`config.mk`:
```
export PLATFORM = sky130hd
export DESIGN_NAME = byte_word_packer
export DESIGN_NICKNAME = d
export VERILOG_FILES = /design/src/rtl/packer_pkg.sv /design/src/rtl/packer_lane_ptr.sv /design/src/rtl/packer_assembler.sv /design/src/rtl/packer_out_slot.sv /design/src/rtl/byte_word_packer.sv
export SDC_FILE = /design/constraint.sdc
export NUM_CORES = 1
export LEC_CHECK = 0
export BUFFER_PORTS_ARGS = -buffer_cell sky130_fd_sc_hd__buf_2
export CAP_MARGIN = 0
export CORE_MARGIN = 1.5
export CORE_UTILIZATION = 45
export CTS_CLUSTER_DIAMETER = 60
export DETAILED_ROUTE_END_ITERATION = 7
export PLACE_DENSITY_LB_ADDON = 0.05
export SYNTH_ARGS = -nofsm -noshare
export SYNTH_HDL_FRONTEND = slang
export SYNTH_SLANG_ARGS = --single-unit
```
`constraint.sdc`:
```
create_clock -name clk -period 2.2 [get_ports clk]
set_input_delay 0.44 -clock clk [delete_from_list [all_inputs] [get_ports clk]]
set_output_delay 0.44 -clock clk [all_outputs]
set_load 0.05 [all_outputs]
```
`src/rtl/packer_pkg.sv`:
```
package packer_pkg;
  localparam int BYTE_W    = 8;
  localparam int NUM_LANES = 4;

  function automatic int lane_bits(input int lanes);
    return (lanes > 1) ? $clog2(lanes) : 1;
  endfunction
endpackage

```
`src/rtl/packer_lane_ptr.sv`:
```
module packer_lane_ptr #(
  parameter int LANES = packer_pkg::NUM_LANES,
  localparam int PW = packer_pkg::lane_bits(LANES)
) (
  input  logic          clk,
  input  logic          rst,
  input  logic          take,
  input  logic          take_last,
  output logic [PW-1:0] ptr,
  output logic          word_done
);
  localparam logic [PW-1:0] TOP_LANE = PW'(LANES - 1);

  logic at_top;
  assign at_top    = (ptr == TOP_LANE);
  assign word_done = take && (take_last || at_top);

  always_ff @(posedge clk) begin
    if (rst) begin
      ptr <= '0;
    end else if (take) begin
      if (take_last || at_top) ptr <= '0;
      else                     ptr <= ptr + 1'b1;
    end
  end
endmodule

```
`src/rtl/packer_assembler.sv`:
```
module packer_assembler #(
  parameter int DW    = packer_pkg::BYTE_W,
  parameter int LANES = packer_pkg::NUM_LANES,
  localparam int PW = packer_pkg::lane_bits(LANES),
  localparam int WW = DW * LANES
) (
  input  logic          clk,
  input  logic          rst,
  input  logic          take,
  input  logic          word_done,
  input  logic [PW-1:0] ptr,
  input  logic [DW-1:0] byte_in,
  output logic [WW-1:0] merged
);
  logic [DW-1:0] held [LANES];

  for (genvar l = 0; l < LANES; l++) begin : g_lane
    logic hit;
    assign hit = (ptr == PW'(l));
    assign merged[l*DW +: DW] = hit ? byte_in : held[l];

    always_ff @(posedge clk) begin
      if (rst) begin
        held[l] <= '0;
      end else if (take) begin
        if (word_done) held[l] <= '0;
        else if (hit)  held[l] <= byte_in;
      end
    end
  end
endmodule

```
`src/rtl/packer_out_slot.sv`:
```
module packer_out_slot #(
  parameter int WW = packer_pkg::BYTE_W * packer_pkg::NUM_LANES,
  parameter int PW = packer_pkg::lane_bits(packer_pkg::NUM_LANES)
) (
  input  logic          clk,
  input  logic          rst,
  input  logic          load,
  input  logic [WW-1:0] load_data,
  input  logic          load_last,
  input  logic [PW-1:0] load_lane,
  input  logic          rdy,
  output logic          slot_free,
  output logic          vld,
  output logic [WW-1:0] data,
  output logic          last,
  output logic [PW-1:0] end_lane
);
  assign slot_free = !vld || rdy;

  always_ff @(posedge clk) begin
    if (rst) begin
      vld      <= 1'b0;
      data     <= '0;
      last     <= 1'b0;
      end_lane <= '0;
    end else if (load) begin
      vld      <= 1'b1;
      data     <= load_data;
      last     <= load_last;
      end_lane <= load_last ? load_lane : '0;
    end else if (rdy) begin
      vld <= 1'b0;
    end
  end
endmodule

```
`src/rtl/byte_word_packer.sv`:
```
module byte_word_packer #(
  parameter int DW    = packer_pkg::BYTE_W,
  parameter int LANES = packer_pkg::NUM_LANES,
  localparam int PW = packer_pkg::lane_bits(LANES),
  localparam int WW = DW * LANES
) (
  input  logic          clk,
  input  logic          rst,
  input  logic          in_valid,
  input  logic [DW-1:0] in_data,
  input  logic          in_last,
  output logic          in_ready,
  output logic          out_valid,
  output logic [WW-1:0] out_data,
  output logic          out_last,
  output logic [PW-1:0] out_end_lane,
  input  logic          out_ready
);
  logic          take;
  logic          word_done;
  logic [PW-1:0] ptr;
  logic [WW-1:0] merged;
  logic          slot_free;

  assign in_ready = slot_free;
  assign take     = in_valid && slot_free;

  packer_lane_ptr #(.LANES(LANES)) u_ptr (
    .clk(clk), .rst(rst), .take(take), .take_last(in_last),
    .ptr(ptr), .word_done(word_done)
  );

  packer_assembler #(.DW(DW), .LANES(LANES)) u_asm (
    .clk(clk), .rst(rst), .take(take), .word_done(word_done),
    .ptr(ptr), .byte_in(in_data), .merged(merged)
  );

  packer_out_slot #(.WW(WW), .PW(PW)) u_out (
    .clk(clk), .rst(rst), .load(word_done), .load_data(merged),
    .load_last(in_last), .load_lane(ptr), .rdy(out_ready),
    .slot_free(slot_free), .vld(out_valid), .data(out_data),
    .last(out_last), .end_lane(out_end_lane)
  );
endmodule

```
==> reports/metrics.yaml, run 1 <==
status: "complete, no violations"
root_buffer: "clkbuf_8"
htree_levels: 3
grt-ovfl-total: 0
rr_endpoint: "u_out.data[2]$_SDFFE_PP0P_"
internal-power_w: 0.002057
first_pass_iters: 4
slew_headroom: 0.6147
path_cells: "ha_1, nor2_1, or4_4, o2bb2ai_2"
cp_slowest_cell: "or4_4"
hold_class: "in -> reg"
rr_startpoint: "u_ptr.ptr[0]$_SDFFE_PP0N_"
grt_pass1_vias: 1988
synth_top_area_frac: 0.3073
antenna_left: 0
rsz0062_at_grt: "false"
wire_per_inst_um: 16.54
grt_pass1_wl_mm: 10.38
min_path_cells: 2
post_route_cells_drive_above_1_share: 0.3531
hold_buffers: 0
skew_ps: 6.550
die-area_um2: 7457
synth_area_leaders: "edfxtp_1, dfxtp_1, o2bb2ai_2, mux2i_1, nand3_1"
ir_drop_v: 0.0003985
critPathMaxStageDelay_ps: 770
fin_crit_sh: 0.8678
post_cts_buffers: 0
r2r_setup_slack_ps: 290
core_area_um2: 6756
setup_viol: 0
via_per_inst: 5.407
critical-path-top-delay-family: "simple AND/OR/NAND/NOR gates"
synth_top_area_cell: "edfxtp_1"
yosys_warnings: 0
power_leakage_nw: 1.419
drc: 0
die_x_um: 86.36
syn_inst: 242
numCtsBuffers: 9
clk_pin_slew_ps: 70
tns_ps: 0
antenna_cells: 0
gp_congestion: 0.7434
min_from: "rst"
finalCriticalPeriod_ps: 1909
routed_wirelength_mm: 6.333
end_kind: "register"
whs_endpoint: "u_out.end_lane[0]$_SDFFE_PP0P_"
port_buffers: 49
dp_hpwl_mm: 4.007
hold_viol: 0
gr-usage-all-layers: 0.1898
slew_violations: 0
syn_area_um2: 3127
clockPowerShare: 0.340
grt_start_max_net_pins: 34
critPathLaunchType: "register"
first_iter_violations: 129
cts_max_path_buffers: 2
fin_nets: 315
cp.arrival_ps: 2190
synth_cell_types: 28
initial_core_util: 0.4628
area_delta_synth_final_pct: 15.13
worst_slew_pin_slew_ps: 578.0
combinationalPowerShare: 0.145
yosysSeqAreaShare: 0.5506
p_seq_frac: 0.515
required_ps: 2480
clock_sinks: 70
switching_share: 0.2793
path_max_fanout: 33
reg2regPathDepth: 4
power.switching_w: 0.0007975
crit_buf_inv: 0
die_height_um: 86.36
holdWs_ps: 390.5
insertion_delay_ps: 350
cap_violations: 0
cts_tree: "yes"
ios: 50
rows: 30
avgSynthCellArea_um2: 12.92
ctsResizeCount: 0
fmax_mhz: 523.8
fin_util: 0.5328
ys_ff_latch: 70
antenna_found_initial: 0
power.density_nw_per_um2: 793.1
vias: 2071
critPathKind: "reg -> reg"
==> registers in the layout, summed over array words and instances, names as in the netlist <==
name / flops
u_asm.held: 32
u_ptr.ptr: 2
u_out.end_lane: 2
u_out.vld: 1
u_out.data: 32
u_out.last: 1
==> area by class of cell <==
type,instances,area [um^2]
multi-input cells,152,1245
fillers,622,3157
repair buffers,59,320.3
inverters,6,25.02
clock buffers,14,172.7
flip-flops and latches,70,1722
well taps,80,100.1
clock inverters,2,15.01
==> power groups by stage <==
stage / sequential [W] / combinational [W] / clock (W)
after floorplan: 0.00161 / 0.000209 / 0
after global placement: 0.00150 / 0.000415 / 0
after detailed placement: 0.00150 / 0.000417 / 0
after CTS: 0.00147 / 0.000417 / 0.00100
after global routing: 0.00148 / 0.000445 / 0.00106
final: 0.00147 / 0.000413 / 0.000971
==> Yosys cell counts <==
master     instances
ha_1               4
buf_6              2
and2b_1            1
o21ai_1            1
or4_4              1
or2_1              1
inv_2              2
nand2_1            3
buf_2              6
edfxtp_1          32
o21ai_0            2
o31ai_1            3
nand3_1           30
o2bb2ai_2         29
dfxtp_1           38
conb_1             1
nor2_1            25
buf_4              3
a31oi_4            1
inv_4              1
mux2i_1           32
a21oi_1            5
clkbuf_1           7
inv_1              3
buf_12             3
nand4_1            2
o2bb2ai_1          3
or3_1              1
==> through the flow <==
step | total power (W) | area, um^2 | cells | worst slack (ps)
final | 0.002855 | 3600 | 383 | 290.9
after global routing | 0.002981 | 3600 | 383 | 158.4
after CTS | 0.002893 | 3600 | 383 | 285.0
after detailed placement | 0.001916 | 3412 | 367 | 198.1
after global placement | 0.001913 | 3412 | 367 | 227.5
after floorplan | 0.001815 | 3153 | 249 | 8.995
==> kinds of logic after synthesis <==
| group | count (synthesis) | share of synthesized area |
|---|---|---|
| compound gates | 44 | 0.1745 |
| other cells | 1 | 0.001199 |
| mux | 32 | 0.1024 |
| flops | 70 | 0.5506 |
| buf+inv | 27 | 0.05963 |
| simple gates | 64 | 0.09564 |
| fa+ha+maj | 4 | 0.01601 |
==> layout by cell type (no fill, tap or decap), types with 3 or more instances in the layout <==
| cell | count |
|---|---|
| a21oi_1 | 5 |
| buf_2 | 49 |
| buf_4 | 10 |
| clkbuf_8 | 12 |
| conb_1 | 8 |
| dfxtp_1 | 38 |
| edfxtp_1 | 32 |
| ha_1 | 4 |
| inv_1 | 3 |
| mux2i_1 | 32 |
| nand2_1 | 3 |
| nand3_1 | 30 |
| nor2_1 | 25 |
| o2bb2ai_1 | 3 |
| o2bb2ai_2 | 29 |
| o31ai_1 | 3 |
==> metal layers <==
metal | part of all wire | GRT usage | wire (um)
met1 | 0.45 | 0.2565 | 2878
met2 | 0.46 | 0.2834 | 2929
met3 | 0.066 | 0.06857 | 417
met4 | 0.017 | 0.06452 | 107
met5 | 0 | 0 | 0
==> how the worst max path moves through the flow <==
| stage | from | endpoint | slack [ps] | cells after the start |
|---|---|---|---|---|
| global route | u_ptr.ptr[0]$_SDFFE_PP0N_ | u_out.data[28]$_SDFFE_PP0P_ | 160 | 4 |
| finish | u_ptr.ptr[0]$_SDFFE_PP0N_ | u_out.data[2]$_SDFFE_PP0P_ | 290 | 4 |
| global placement | out_ready | u_asm.held[2][5]$_SDFFCE_PN0P_ | 230 | 5 |
| floorplan | u_out.vld$_SDFFE_PP0P_ | u_asm.held[0][0]$_SDFFCE_PN0P_ | 9 | 5 |
| detailed placement | out_ready | u_asm.held[2][5]$_SDFFCE_PN0P_ | 200 | 5 |
| CTS | u_ptr.ptr[1]$_SDFFE_PP0N_ | u_out.data[27]$_SDFFE_PP0P_ | 290 | 4 |
Note: power is estimated with default switching activity, not from simulation.
==> run 2: changes to the inputs <==
--- a/config.mk
+++ b/config.mk
@@ -6,7 +6,7 @@
 export NUM_CORES = 1
 export LEC_CHECK = 0
 export BUFFER_PORTS_ARGS = -buffer_cell sky130_fd_sc_hd__buf_2
-export CAP_MARGIN = 0
+export CAP_MARGIN = 30
 export CORE_MARGIN = 1.5
 export CORE_UTILIZATION = 45
 export CTS_CLUSTER_DIAMETER = 60
@@ -14,4 +14,5 @@
 export PLACE_DENSITY_LB_ADDON = 0.05
 export SYNTH_ARGS = -nofsm -noshare
 export SYNTH_HDL_FRONTEND = slang
+export SYNTH_HIERARCHICAL = 1
 export SYNTH_SLANG_ARGS = --single-unit
==> reports/metrics.yaml, run 2 <==
insertion_delay_ps: 350  # about the same
ys_ff_latch: 70  # unchanged
via_per_inst: 5.010  # -7.3%
yosysMostFrequentCell: "nor2_1"
worst_slack_ps: 268.6  # -22.31 ps
routed_wirelength_mm: 6.316  # -0.27%
htree_levels: 3  # unchanged
hold_buffers: 0  # unchanged
required_ps: 2180  # -300 ps
cp.arrival_ps: 1920  # -270 ps
finalCriticalPeriod_ps: 1931  # +22.32 ps
first_pass_iters: 4  # unchanged
fmax_mhz: 517.7  # -1.2%
slew_violations: 0  # unchanged
rsz0062_at_grt: "false"
syn_area_um2: 3095  # -1.0%
ctsResizeCount: 0  # unchanged
port_buffers: 49  # unchanged
die-area_um2: 7386  # -0.96%
setup_viol: 0  # unchanged
skew_ps: 8.105  # +1.555 ps
switching_share: 0.2784  # -0.0009447
synth_top_area_frac: 0.3104  # +0.003106
power_leakage_nw: 1.476  # +4.0%
worst_slew_pin_slew_ps: 642.5  # +64.49 ps
fill_cells: 622  # unchanged
clk_pin_slew_ps: 70  # about the same
path_max_fanout: 13  # -61%
top_regs: "u_asm/held: 32 flops, u_out/data: 32 flops"
fin_nets: 324  # +2.9%
clock_sinks: 70  # unchanged
antenna_found_initial: 0  # unchanged
syn_inst: 256  # +5.8%
hold_viol: 0  # unchanged
die_x_um: 85.94  # -0.48%
die_height_um: 85.94  # -0.48%
cts_tree: "yes"
dp_hpwl_mm: 4.181  # +4.3%
antenna_left: 0  # unchanged
synth-edff-count: 32  # unchanged
combinationalPowerShare: 0.140  # -0.005
avgSynthCellArea_um2: 12.09  # -6.4%
area_delta_synth_final_pct: 15.84
syn_nets: 270
min_path_cells: 3  # +1
synth_ff_type: "dfxtp_1"
rows: 30  # unchanged
initial_core_util: 0.4607  # -0.002070
p_seq_frac: 0.514  # about the same
grt_start_max_net_pins: 41  # +21%
vias: 1979  # -4.4%
wire_per_inst_um: 15.99  # -3.3%
status: "complete, no violations"
hold_class: "in -> reg"
cts_max_path_buffers: 2  # unchanged
async_flop_share: 0  # unchanged
post_route_cells_drive_above_1_share: 0.3619  # +0.008769
end_kind: "register"
critPathLaunchType: "register"
tns_ps: 0  # unchanged
antenna_cells: 0  # unchanged
power.total_w: 0.002846  # -0.32%
yosys_warnings: 6  # +6
post_cts_buffers: 0  # unchanged
synth_area_leaders: "edfxtp_1, dfxtp_1, mux2i_1, mux2_2, nor2_1"
ir_drop_v: 0.0003269  # -18%
preCtsSetupSlack_ps: 254.4  # +56.38 ps
gr-usage-all-layers: 0.1902  # +0.0004557
yosysSeqAreaShare: 0.5562  # +0.005564
critPathKind: "reg -> reg"
synthTopCellsByCount: "nor2_1, dfxtp_1, mux2i_1, edfxtp_1, mux2_2"
ios: 50  # unchanged
slew_headroom: 0.5717  # -0.04299
internal-power_w: 0.002054  # -0.19%
synth_cell_types: 25  # -11%
power.switching_w: 0.0007923  # -0.66%
first_iter_violations: 70  # -46%
clockPowerShare: 0.347  # +0.007
drc: 0  # unchanged
gp_congestion: 0.8036  # +8.1%
numCtsBuffers: 9  # unchanged
root_buffer: "clkbuf_8"
cap_violations: 0  # unchanged
grt_pass1_vias: 1979  # -0.45%
layout_common_cells: "nor2_1, buf_2, dfxtp_1, mux2i_1, edfxtp_1"
fin_crit_sh: 0.8779  # +0.01014
grt-ovfl-total: 0  # unchanged
final_common_cell: "nor2_1"
synth_top_area_cell: "edfxtp_1"
power.density_nw_per_um2: 793.6  # about the same
reg2regPathDepth: 5  # +1
core_area_um2: 6719  # -0.56%
grt_pass1_wl_mm: 10.39  # about the same
==> run 2: cell types whose count changed after synthesis, sizes merged, moves of 5 or more <==
cell,change
nor2,+38
mux2,+32
o2bb2ai,-32
nand3,-28
nand2b,+8
nand4bb,+8
clkbuf,-6
inv,-5
==> run 2: worst paths after layout <==
check	start	endpoint	slack (ps)
setup / recovery	u_ptr/ptr[0]$_SDFFE_PP0P_	u_asm/held[3][3]$_SDFFCE_PN0P_	270
hold / removal	out_ready	u_out/vld$_SDFFE_PP0P_	380
setup reg to reg	u_ptr/ptr[0]$_SDFFE_PP0P_	u_asm/held[3][3]$_SDFFCE_PN0P_	270
hold reg to reg	u_out/end_lane[0]$_SDFFE_PP0P_	u_out/end_lane[0]$_SDFFE_PP0P_	470
==> run 2: critical path, stage by stage, from the launching register on <==
cell     delay, ps
dfxtp_1        560
ha_1           250
o21a_2         150
nor2_1          40
buf_4          160
a21oi_2        420
==> run 2: routing by layer <==
layer,vias to the layer above,GRT usage,wire [um]
met5,-,0,0
met4,0,0.06598,72
met3,5,0.05390,232
met2,44,0.2928,2852
met1,925,0.2582,3158
li1,1005,-,-
==> run 2: area by class of cell <==
cell class              instances  area, um^2  area share
well taps                      80       100.1     0.02791
multi-input cells             169        1249      0.3482
clock buffers                  10       148.9     0.04152
inverters                       1       3.754    0.001047
clock inverters                 6       42.54     0.01186
repair buffers                 59       320.3     0.08932
flip-flops and latches         70        1722      0.4801
==> run 2: power by group through the flow <==
stage	logic, W	clock network [W]	registers [W]
floorplan	0.000213	0	0.00159
global placement	0.000399	0	0.00149
detailed placement	0.000400	0	0.00149
CTS	0.000402	0.00102	0.00146
global route	0.000431	0.00107	0.00147
finish	0.000397	0.000987	0.00146
==> run 2: logic make-up (layout without fill, tap and decap cells) <==
kind of cell | after synthesis | in the layout | share of synthesized area
and+or+nand+nor | 93 | 93 | 0.1479
buffers and inverters | 17 | 76 | 0.04810
adders and majority gates | 1 | 1 | 0.004041
DFF | 70 | 70 | 0.5562
AOI/OAI and AO/OA | 10 | 10 | 0.01698
muxes | 65 | 65 | 0.2268
==> run 2: metrics by stage <==
step	std cells	hold WS, ps	instance area, um^2	util
floorplan	256	506.1	3118	-
global placement	379	462.3	3395	0.5052
detailed placement	379	460.2	3395	0.5052
CTS	395	376.0	3586	0.5337
global route	395	385.6	3586	0.5337
finish	395	382.0	3586	0.5337
